--- src/rtl/bank_glue.sv ---
module bank_glue #(
  parameter int DATA_W = 8,
  parameter int SEL_W  = 2
) (
  input  logic              clk,
  input  logic              rst_n,
  input  logic              cpu_a15,
  input  logic [DATA_W-1:0] cpu_d,
  input  logic              mem_wr_n,
  input  logic              rom_sel,
  input  logic              oe_pol,
  input  logic              strobe_mode,
  output logic              prog_oe_n,
  output logic [SEL_W-1:0]  vrom_bank,
  output logic              vrom_oe_n
);

  logic [DATA_W-1:0] bank;
  logic              wr_q;
  logic              stb_q;
  logic              stb;
  logic              load;

  assign prog_oe_n = ~cpu_a15;
  assign vrom_oe_n = rom_sel ^ oe_pol;
  assign stb       = ~(mem_wr_n | ~cpu_a15);

  always_comb begin
    if (strobe_mode) load = stb & ~stb_q;
    else             load = cpu_a15 & wr_q & ~mem_wr_n;
  end

  always_ff @(posedge clk or negedge rst_n) begin
    if (!rst_n) begin
      wr_q  <= 1'b1;
      stb_q <= 1'b0;
      bank  <= '0;
    end else begin
      wr_q  <= mem_wr_n;
      stb_q <= stb;
      if (load) bank <= cpu_d;
    end
  end

  assign vrom_bank = bank[SEL_W-1:0];

  a_r6_low_addr_holds: assert property (@(posedge clk) disable iff (!rst_n)
    !cpu_a15 |=> $stable(bank));

  a_r6_no_strobe_holds: assert property (@(posedge clk) disable iff (!rst_n)
    mem_wr_n |=> $stable(bank));

  a_r7_held_strobe_once: assert property (@(posedge clk) disable iff (!rst_n)
    (!strobe_mode && !wr_q) |=> $stable(bank));

  a_r5_edge_loads_data: assert property (@(posedge clk) disable iff (!rst_n)
    (!strobe_mode && cpu_a15 && wr_q && !mem_wr_n) |=> (bank == $past(cpu_d)));

  a_r8_nor_held_once: assert property (@(posedge clk) disable iff (!rst_n)
    (strobe_mode && stb_q) |=> $stable(bank));

endmodule

--- config.mk ---
export PLATFORM = sky130hd
export DESIGN_NAME = bank_glue
export DESIGN_NICKNAME = d
export VERILOG_FILES = /design/src/rtl/bank_glue.sv
export SDC_FILE = /design/constraint.sdc
export NUM_CORES = 1
export LEC_CHECK = 0
export ABC_AREA = 1
export BUFFER_PORTS_ARGS = -buffer_cell sky130_fd_sc_hd__buf_2
export CORE_AREA = 2 2 39 41
export DETAILED_ROUTE_END_ITERATION = 10
export DIE_AREA = 0 0 41 43
export MAX_ROUTING_LAYER = met4
export PLACE_DENSITY = 0.41
export SYNTH_ARGS = -nofsm -noshare
export SYNTH_HDL_FRONTEND = slang
export SYNTH_SLANG_ARGS = --single-unit
--- constraint.sdc ---
create_clock -name clk -period 1.1 [get_ports clk]
set_input_delay 0.055 -clock clk [delete_from_list [all_inputs] [get_ports clk]]
set_output_delay 0.055 -clock clk [all_outputs]
set_load 0.005 [all_outputs]
==> flow_metrics.env, run 1 <==
export IMPL_htreeDepth=1
export IMPL_crit_cells=5
export IMPL_swShare_pct=24.1
export IMPL_antenna_found_initial=0
export IMPL_max_freq_ghz=1.11
export IMPL_fin_crit_ns=0.901
export IMPL_fin_area_um2=319
export IMPL_ff2ff_path_depth=5
export IMPL_cts_hold_buf=2
export IMPL_ys_ff_latch=4
export IMPL_setup_violations=0
export IMPL_syn_inst=22
export IMPL_startpoint_type="flip-flop"
export IMPL_skew_ns=0.00549
export IMPL_die_width_um=41
export IMPL_synthTopCellsByArea="dfrtp_1 (39%), dfstp_2 (14%), nand2_1 (14%), inv_1 (5.8%), nor2_4 (5.8%)"
export IMPL_postCtsSetupBuffers=0
export IMPL_clk_pin_slew_ns=0.04
export IMPL_syn_cell_area_um2=193
export IMPL_rsz0062_at_grt="false"
export IMPL_grt_max_degree=5
export IMPL_yosysTopAreaCellShare_pct=39.0
export IMPL_io_pins=19
export IMPL_routabilityCongestion=0.642
export IMPL_fin_util_pct=23.1
export IMPL_cpPeakStageDelay_ns=0.52
export IMPL_cts_sinks=4
export IMPL_drt_iter0_drc=2
export IMPL_drv_cap=0
export IMPL_rows=14
export IMPL_seq_area_frac_synth_pct=52.6
export IMPL_instances_no_fill=56
export IMPL_period_share_pct=81.9
export IMPL_hold_start="cpu_d[1]"
export IMPL_io_buffers=12
export IMPL_drv_slew=0
export IMPL_p_per_area_nw_per_um2=1410
export IMPL_hp_class="in2reg"
export IMPL_placed_area_um2=273
export IMPL_area_delta_synth_final_pct=65.6
export IMPL_drive_gt1_share_pct=50.0
export IMPL_vdd_drop_max_mv=0.456
export IMPL_whs_ns=0.0432
export IMPL_p_leak_nw=0.177
export IMPL_clk_latency_ns=0.24
export IMPL_ant_nets=0
export IMPL_crit_fanout=2
export IMPL_cp_data_required_time_ns=1.23
export IMPL_start_util_pct=13.9
export IMPL_via_per_inst=3.43
export IMPL_cts_buffers=3
export IMPL_worst_slew_pin_slew_ns=0.121
export IMPL_multiInputGateArea_um2=76.3
export IMPL_diodes=0
export IMPL_p_clk_share_pct=44.9
export IMPL_comb_power_share_pct=16.5
export IMPL_regToRegSetupSlack_ns=0.20
export IMPL_avgSynthCellArea_um2=8.76
export IMPL_root_buffer="clkbuf_4"
export IMPL_syn_nets=37
export IMPL_path_cells="inv_1, nand2_1, nand3_2, nand2_1, nand2_1"
export IMPL_relSlewSlack_pct=91.9
export IMPL_core_area_um2=1380
export IMPL_dp_hpwl_um=323
export IMPL_slowest_stage="dfstp_2"
export IMPL_finalHoldViolations=0
export IMPL_via_count=192
export IMPL_power_switching_mw=0.108
export IMPL_cts_resized=0
export IMPL_fp_dieH_um=43
export IMPL_p_seq_share_pct=38.5
export IMPL_routedWlPerCell_um=7.57
export IMPL_cts_buffer_depth=2
export IMPL_drc_errors=0
export IMPL_cell_internal_pwr_mw=0.341
export IMPL_cp_common_cell="nand2_1"
export IMPL_end_kind="flip-flop"
export IMPL_outcome="finished, final reports clean"
export IMPL_drt_total_wl_um=424
export IMPL_grt_pass1_vias=156
export IMPL_overflow=0
export IMPL_synth_area_leader_cell="dfrtp_1"
export IMPL_cts_tree="yes"
export IMPL_crit_family="flip-flops"
export IMPL_r2r_end="bank[0]"
export IMPL_worst_path_buf_inv=1
export IMPL_dr_pass1_iters=2
export IMPL_layout_nets=56
export IMPL_crit_type="reg2reg"
export IMPL_ff_latch_area_um2=101
export IMPL_setup_tns_ns=0
export IMPL_grt_pass1_wl_um=600
export IMPL_die_area_um2=1760
export IMPL_reg2reg_from="wr_q"
export IMPL_ys_types=11
export IMPL_num_fill_cells=149
export IMPL_hold_depth=3
export IMPL_yosysWarnings=0
export IMPL_placed_cells=50
export IMPL_crit_arrival_ns=1.03
export IMPL_hold_path_endpoint="bank[1]"
export IMPL_grt_usage_pct=6.59
==> state kept, by name (all words and copies together), names as in the netlist <==
| register | flops |
|---|---|
| wr_q | 1 |
| stb_q | 1 |
| bank | 2 |
==> kinds of logic after synthesis <==
family	synth area share (%)
xor gates and xnor gates	4.55
buffers and inverters	7.79
DFF	52.6
and+or+nand+nor	35.1
==> stage by stage <==
step | power (mW) | setup slack, ns
final | 0.449 | 0.199
after global routing | 0.497 | 0.138
after CTS | 0.466 | 0.190
after detailed placement | 0.244 | 0.197
after global placement | 0.245 | 0.201
after floorplan | 0.203 | 0.233
==> cell usage after synthesis, drive strengths merged <==
master and count:
inv 4, nor2 3, nand3 3, dfstp 1, dfrtp 3, nand2 7
xor2 1
==> per-layer routing <==
| layer | GRT usage, % | share of wire [%] | vias up |
|---|---|---|---|
| li1 | - | - | 102 |
| met1 | 6.13 | 43 | 77 |
| met2 | 6.25 | 39 | 13 |
| met3 | 8.38 | 18 | 0 |
| met4 | 6.00 | 0 | 0 |
| met5 | - | 0 | - |
==> how the worst max path moves through the flow <==
stage | start | endpoint | slack (ns)
floorplan | wr_q | bank[0] | 0.23
global placement | wr_q | bank[0] | 0.20
detailed placement | wr_q | bank[0] | 0.20
CTS | wr_q | bank[0] | 0.19
global route | wr_q | bank[0] | 0.14
finish | wr_q | bank[0] | 0.20
==> area by class of cell <==
class,instances,share of cell area [%]
multi-input cells,14,23.9
repair buffers,14,25.1
clock buffers,4,8.24
inverters,4,4.71
flip-flops and latches,4,31.8
well taps,16,6.27
==> power groups by stage <==
stage               sequential, mW  clock (mW)  combinational (mW)
floorplan                    0.176           0              0.0276
global placement             0.175           0              0.0699
detailed placement           0.174           0              0.0697
CTS                          0.173       0.217              0.0759
global route                 0.174       0.237              0.0850
finish                       0.173       0.202              0.0743
==> cells in the final DEF, fill, tap and decap left out <==
| master | n |
|---|---|
| nor2_1 | 1 |
| nand2_1 | 7 |
| dfstp_2 | 1 |
| inv_1 | 3 |
| nand3_1 | 2 |
| clkbuf_1 | 1 |
| dfrtp_1 | 3 |
| clkbuf_4 | 3 |
| nor2_2 | 1 |
| xor2_1 | 1 |
| buf_2 | 12 |
| nor2_4 | 1 |
| nand3_2 | 1 |
| inv_2 | 1 |
| dlygate4sd3_1 | 2 |
==> worst reg2reg max path: cells and delay by family, from the launching register on <==
kind	cells	cell delay, ns
flip-flops	1	0.52
buffers and inverters	1	0.03
AND/OR/NAND/NOR	4	0.26
Power figures use the tool's default switching activity.
==> run 2: changes to the inputs <==
Clock period 1.1 ns to 0.9 ns, I/O delays scaled along.
==> run 2 against run 1 <==
  * The run now ends with setup timing left
  * Critical endpoint unchanged
  * Clock power increased by 22%
  * Final area increased by 0.78%
  * Highest routed layer unchanged
  * Count of clock-buffer cells in the layout unchanged
  * Worst setup slack got worse by 0.20 ns
  * Critical path type unchanged
==> flow_metrics.env, run 2 (synthesis gave the netlist of run 1 again) <==
export IMPL_cpPeakStageDelay_ns=0.52
export IMPL_cp_data_required_time_ns=1.03
export IMPL_routedWlPerCell_um=7.84
export IMPL_path_cells="inv_2, nand2_2, nand3_2, nand2_1, nand2_1"
export IMPL_whs_ns=0.0176
export IMPL_via_count=196
export IMPL_setup_slack_ns=-0.000988
export IMPL_total_power_mw=0.551
export IMPL_start_util_pct=13.9
export IMPL_drc_errors=0
export IMPL_grt_usage_pct=6.80
export IMPL_startpoint_type="flip-flop"
export IMPL_worst_path_buf_inv=1
export IMPL_regToRegSetupSlack_ns=-0.001
export IMPL_biggestRegsByFlops="bank: 2 flops, stb_q: 1 flops, wr_q: 1 flops"
export IMPL_met1Wirelength_um=187
export IMPL_rsz0062_at_grt="true"
export IMPL_diodes=0
export IMPL_fp_dieH_um=43
export IMPL_num_fill_cells=152
export IMPL_crit_family="flip-flops"
export IMPL_drt_total_wl_um=439
export IMPL_period_share_pct=100
export IMPL_cts_sinks=4
export IMPL_routabilityCongestion=0.642
export IMPL_ff2ff_path_depth=5
export IMPL_antenna_found_initial=0
export IMPL_worst_slew_pin_slew_ns=0.118
export IMPL_end_kind="flip-flop"
export IMPL_final_cell_mix="buf_2 (12), nand2_1 (6), dfrtp_1 (3), clkbuf_4 (3)"
export IMPL_largest_register="bank"
export IMPL_overflow=0
export IMPL_layout_nets=56
export IMPL_cp_common_cell="nand2_1"
export IMPL_cts_buffers=3
export IMPL_core_area_um2=1380
export IMPL_p_per_area_nw_per_um2=1710
export IMPL_grt_pass1_vias=166
export IMPL_drv_cap=0
export IMPL_crit_type="reg2reg"
export IMPL_r2r_end="bank[0]"
export IMPL_ff_latch_area_um2=101
export IMPL_area_delta_synth_final_pct=66.9
export IMPL_setup_violations=1
export IMPL_drt_iter0_drc=2
export IMPL_failed_checks="setup timing"
export IMPL_die_width_um=41
export IMPL_hold_path_endpoint="stb_q"
export IMPL_place_ws_ns=-0.00343
export IMPL_rows=14
export IMPL_vdd_drop_max_mv=0.557
export IMPL_crit_fanout=2
export IMPL_reg2reg_from="wr_q"
export IMPL_htreeDepth=1
export IMPL_slowest_stage="dfstp_2"
export IMPL_via_per_inst=3.50
export IMPL_cts_buffer_depth=2
export IMPL_max_freq_ghz=1.11
export IMPL_startpoint="wr_q"
export IMPL_grt_pass1_wl_um=627
export IMPL_clk_latency_ns=0.24
export IMPL_fin_crit_ns=0.901
export IMPL_hp_class="in2reg"
export IMPL_ant_nets=0
export IMPL_hold_depth=2
export IMPL_root_buffer="clkbuf_4"
export IMPL_dr_pass1_iters=2
export IMPL_cts_tree="yes"
export IMPL_crit_arrival_ns=1.03
export IMPL_met2_length_um=174
export IMPL_wl_met3_um=77
export IMPL_largest_reg_flops=2
export IMPL_io_buffers=12
export IMPL_final_common_cell="buf_2"
export IMPL_highest_layer="met3"
export IMPL_p_leak_nw=0.176
export IMPL_grt_max_degree=5
export IMPL_drive_gt1_share_pct=55.0
export IMPL_outcome="finished with violations"
export IMPL_drv_slew=0
export IMPL_multiInputGateArea_um2=78.8
export IMPL_die_area_um2=1760
export IMPL_io_pins=19
export IMPL_clk_pin_slew_ns=0.04
export IMPL_dp_hpwl_um=323
export IMPL_skew_ns=0.00549
export IMPL_finalHoldViolations=0
export IMPL_relSlewSlack_pct=92.1
export IMPL_hold_start="mem_wr_n"
## run 2: cell counts in the layout (fill, tap and decap cells not counted)
No cell type changed its count.
## run 2: metal layers
metal / vias up / global-route usage (%)
li1: 102 / -
met2: 13 / 6.88
met5: - / -
met1: 81 / 6.13
met4: 0 / 6.00
met3: 0 / 8.38
## run 2: metrics by stage
stage	setup TNS [ns]	util, %	instance area (um^2)	instances
3_3_place_gp	0	19.7	273	50
2_1_floorplan	0	-	193	22
5_1_grt	-0.0720	23.2	322	56
4_1_cts	-0.000425	23.1	319	56
3_5_place_dp	-0.00343	19.7	273	50
6_report	-0.000988	23.2	322	56
## run 2: final cells by class
cell class	instances	share of cell area, %
well taps	16	6.23
clock buffers	4	8.17
repair buffers	14	24.9
flip-flops and latches	4	31.5
inverters	4	4.67
multi-input cells	14	24.5
## run 2: timing repair
action,4_1_cts,5_1_grt
hold buffers,2,0
gates resized for setup,0,2
endpoints found under the hold margin,5,0
setup buffers,0,0
pin swaps,2,4
endpoints found under the setup margin,1,2
gates cloned,0,0
## run 2: how the worst max path moves through the flow
stage | end | slack, ns | cells after the start
2_1_floorplan | bank[0] | 0.03 | 5
3_5_place_dp | bank[0] | -0.003 | 5
6_report | bank[0] | -0.001 | 5
4_1_cts | bank[0] | -0.0004 | 5
5_1_grt | bank[0] | -0.04 | 5
3_3_place_gp | bank[0] | 0.001 | 5
## run 2: power by group
group / internal [mW] / switching, mW / leakage (nW) / total, mW
logic: 0.0481 / 0.0449 / 0.113 / 0.0930
registers: 0.202 / 0.00934 / 0.0483 / 0.212
clock network: 0.167 / 0.0798 / 0.0150 / 0.247
total: 0.417 / 0.134 / 0.176 / 0.551
==> run 3: changes to the inputs <==
Settings changed: ABC_AREA 1 to default, HOLD_SLACK_MARGIN from default to 0.1, PLACE_DENSITY 0.41 to 0.38.
==> run 3 against run 2 <==
  * The flow still finishes with violations (setup timing)
  * Largest cell class is now non-clock buffers
  * Count of clock-buffer cells in the layout stayed put
  * Sequential share of layout area fell by 1.5 points
  * Synthesized cell count is 50% lower
  * Synthesized area is 18% lower
  * Maximum frequency down 30%
  * Register-to-register slack got worse by 0.39 ns
  * Power up 3.3%
  * Highest routed layer unchanged
  * Core utilization up 1.2 points
==> flow_metrics.env, run 3 <==
export IMPL_drv_slew=0
export IMPL_cts_tree="yes"
export IMPL_routabilityCongestion=0.566
export IMPL_synthArstFlopShare_pct=100
export IMPL_max_freq_ghz=0.777
export IMPL_worst_slew_pin_slew_ns=0.306
export IMPL_yosysWarnings=0
export IMPL_ys_types=7
export IMPL_seq_area_frac_synth_pct=63.8
export IMPL_layout_nets=49
export IMPL_setup_tns_ns=-0.771
export IMPL_crit_type="reg2reg"
export IMPL_drc_errors=0
export IMPL_largest_reg_flops=2
export IMPL_htreeDepth=1
export IMPL_clk_pin_slew_ns=0.04
export IMPL_dp_hpwl_um=318
export IMPL_drt_iter0_drc=3
export IMPL_ff2ff_path_depth=3
export IMPL_cts_sinks=4
export IMPL_grt_max_degree=5
export IMPL_drt_total_wl_um=422
export IMPL_vdd_drop_max_mv=0.697
export IMPL_fin_area_um2=338
export IMPL_final_common_cell="buf_2"
export IMPL_rows=14
export IMPL_via_per_inst=3.39
export IMPL_dr_pass1_iters=2
export IMPL_crit_arrival_ns=1.41
export IMPL_skew_ns=0.00165
export IMPL_synth_edf_count=0
export IMPL_drv_cap=0
export IMPL_largest_register="bank"
export IMPL_ys_ff_latch=4
export IMPL_p_per_area_nw_per_um2=1690
export IMPL_grt_pass1_vias=183
export IMPL_synthTopCellsByArea="dfrtp_1 (47%), dfstp_2 (17%), mux2_2 (14%), a2111oi_2 (9.4%), xor2_1 (5.5%)"
export IMPL_total_power_mw=0.569
export IMPL_p_leak_nw=0.158
export IMPL_num_fill_cells=150
export IMPL_r2r_end="bank[1]"
export IMPL_period_share_pct=143
export IMPL_cp_data_required_time_ns=1.02
export IMPL_final_cell_mix="buf_2 (12), dlygate4sd3_1 (5), dfrtp_1 (3), clkbuf_4 (3), mux2_2 (2)"
export IMPL_syn_cell_area_um2=159
export IMPL_setup_slack_ns=-0.386
export IMPL_biggestRegsByFlops="bank: 2 flops, stb_q: 1 flops, wr_q: 1 flops"
export IMPL_diodes=0
export IMPL_die_width_um=41
export IMPL_relSlewSlack_pct=79.6
export IMPL_clk_latency_ns=0.24
export IMPL_whs_ns=0.164
export IMPL_syn_inst=11
export IMPL_io_pins=19
export IMPL_reg2reg_from="wr_q"
export IMPL_drive_gt1_share_pct=63.6
export IMPL_grt_usage_pct=6.61
export IMPL_crit_fanout=2
export IMPL_fin_crit_ns=1.29
export IMPL_fp_dieH_um=43
export IMPL_finalHoldViolations=0
export IMPL_setup_violations=2
export IMPL_io_buffers=12
export IMPL_antenna_found_initial=0
export IMPL_outcome="finished with violations"
export IMPL_placed_area_um2=262
export IMPL_ff_latch_area_um2=101
export IMPL_root_buffer="clkbuf_4"
export IMPL_ant_nets=0
export IMPL_cts_resized=0
export IMPL_avgSynthCellArea_um2=14.4
export IMPL_cts_buffers=3
export IMPL_regToRegSetupSlack_ns=-0.39
export IMPL_end_kind="flip-flop"
export IMPL_via_count=166
export IMPL_grt_pass1_wl_um=676
export IMPL_synth_commonest_cells="dfrtp_1 (3), mux2_2 (2), nor2_1 (2)"
export IMPL_rsz0062_at_grt="true"
export IMPL_multiInputGateArea_um2=68.8
export IMPL_core_area_um2=1380
export IMPL_synth_area_leader_cell="dfrtp_1"
export IMPL_failed_checks="setup timing"
export IMPL_start_util_pct=11.5
export IMPL_yosysTopAreaCellShare_pct=47.2
export IMPL_hp_class="in2async"
export IMPL_synth_most_common_cell="dfrtp_1"
export IMPL_routedWlPerCell_um=8.61
export IMPL_cts_buffer_depth=2
export IMPL_ys_flop_type="dfrtp_1"
export IMPL_die_area_um2=1760
export IMPL_area_delta_synth_final_pct=113
export IMPL_startpoint_type="flip-flop"
export IMPL_syn_nets=26
export IMPL_overflow=0
[run 3: cell count changes in the layout (fill, tap and decap cells not counted)]
| cell | before | now |
|---|---|---|
| a2111oi_4 | 0 | 1 |
| buf_4 | 0 | 1 |
| dlygate4sd3_1 | 2 | 5 |
| inv_1 | 2 | 1 |
| inv_2 | 2 | 0 |
| mux2_2 | 0 | 2 |
| nand2_1 | 6 | 0 |
| nand2_2 | 1 | 0 |
| nand3_1 | 2 | 0 |
| nand3_2 | 1 | 0 |
| nor2_4 | 1 | 0 |
[run 3: timing repair]
action,CTS,global route
hold buffers,5,0
gates cloned,0,0
pin swaps,1,0
endpoints found under the hold margin,8,0
setup buffers,0,0
endpoints found under the setup margin,2,2
[run 3: cell families (layout without fill, tap and decap cells)]
logic type	Yosys count	count (layout)	share of synthesized area, %
flops	4	4	63.8
mux	2	2	14.2
simple gates	2	2	4.73
compound gates	1	1	9.45
xor+xnor	1	1	5.51
buf+inv	1	23	2.36
[run 3: metal layers]
layer	wire length [um]	vias up	global-route usage, %
li1	-	80	-
met1	172	72	5.21
met2	171	14	9.38
met3	78	0	6.28
met4	0	0	4.00
met5	0	-	-
[run 3: worst max path at each step]
stage          cells past startpoint  from       to
5_1_grt                            3  wr_q  bank[0]
3_3_place_gp                       3  wr_q  bank[0]
4_1_cts                            3  wr_q  bank[1]
6_report                           3  wr_q  bank[1]
2_1_floorplan                      3  wr_q  bank[0]
3_5_place_dp                       3  wr_q  bank[1]
[run 3: through the flow]
stage	utilization [%]	std cells	worst slack (ns)
2_1_floorplan	-	11	-0.415
3_3_place_gp	18.9	40	-0.447
3_5_place_dp	18.9	40	-0.486
4_1_cts	24.4	49	-0.412
5_1_grt	24.4	49	-0.448
6_report	24.4	49	-0.386
[run 3: power breakdown]
| part | internal, mW | switching [mW] | leakage [nW] |
|---|---|---|---|
| logic | 0.0671 | 0.0387 | 0.0965 |
| clock network | 0.167 | 0.0796 | 0.0150 |
| registers | 0.205 | 0.0121 | 0.0470 |
[run 3: area by class of cell]
class / instances / area share (%)
Inverter: 1 / 1.11
Multi-Input combinational cell: 6 / 20.4
Tap cell: 16 / 5.93
Clock buffer: 4 / 7.78
Sequential cell: 4 / 30.0
Timing Repair Buffer: 18 / 34.8
[run 3: critical path, cell delays in order (launching register included)]
cell	delay, ns
dfstp_2	0.52
nor2_2	0.05
a2111oi_4	0.23
mux2_2	0.37
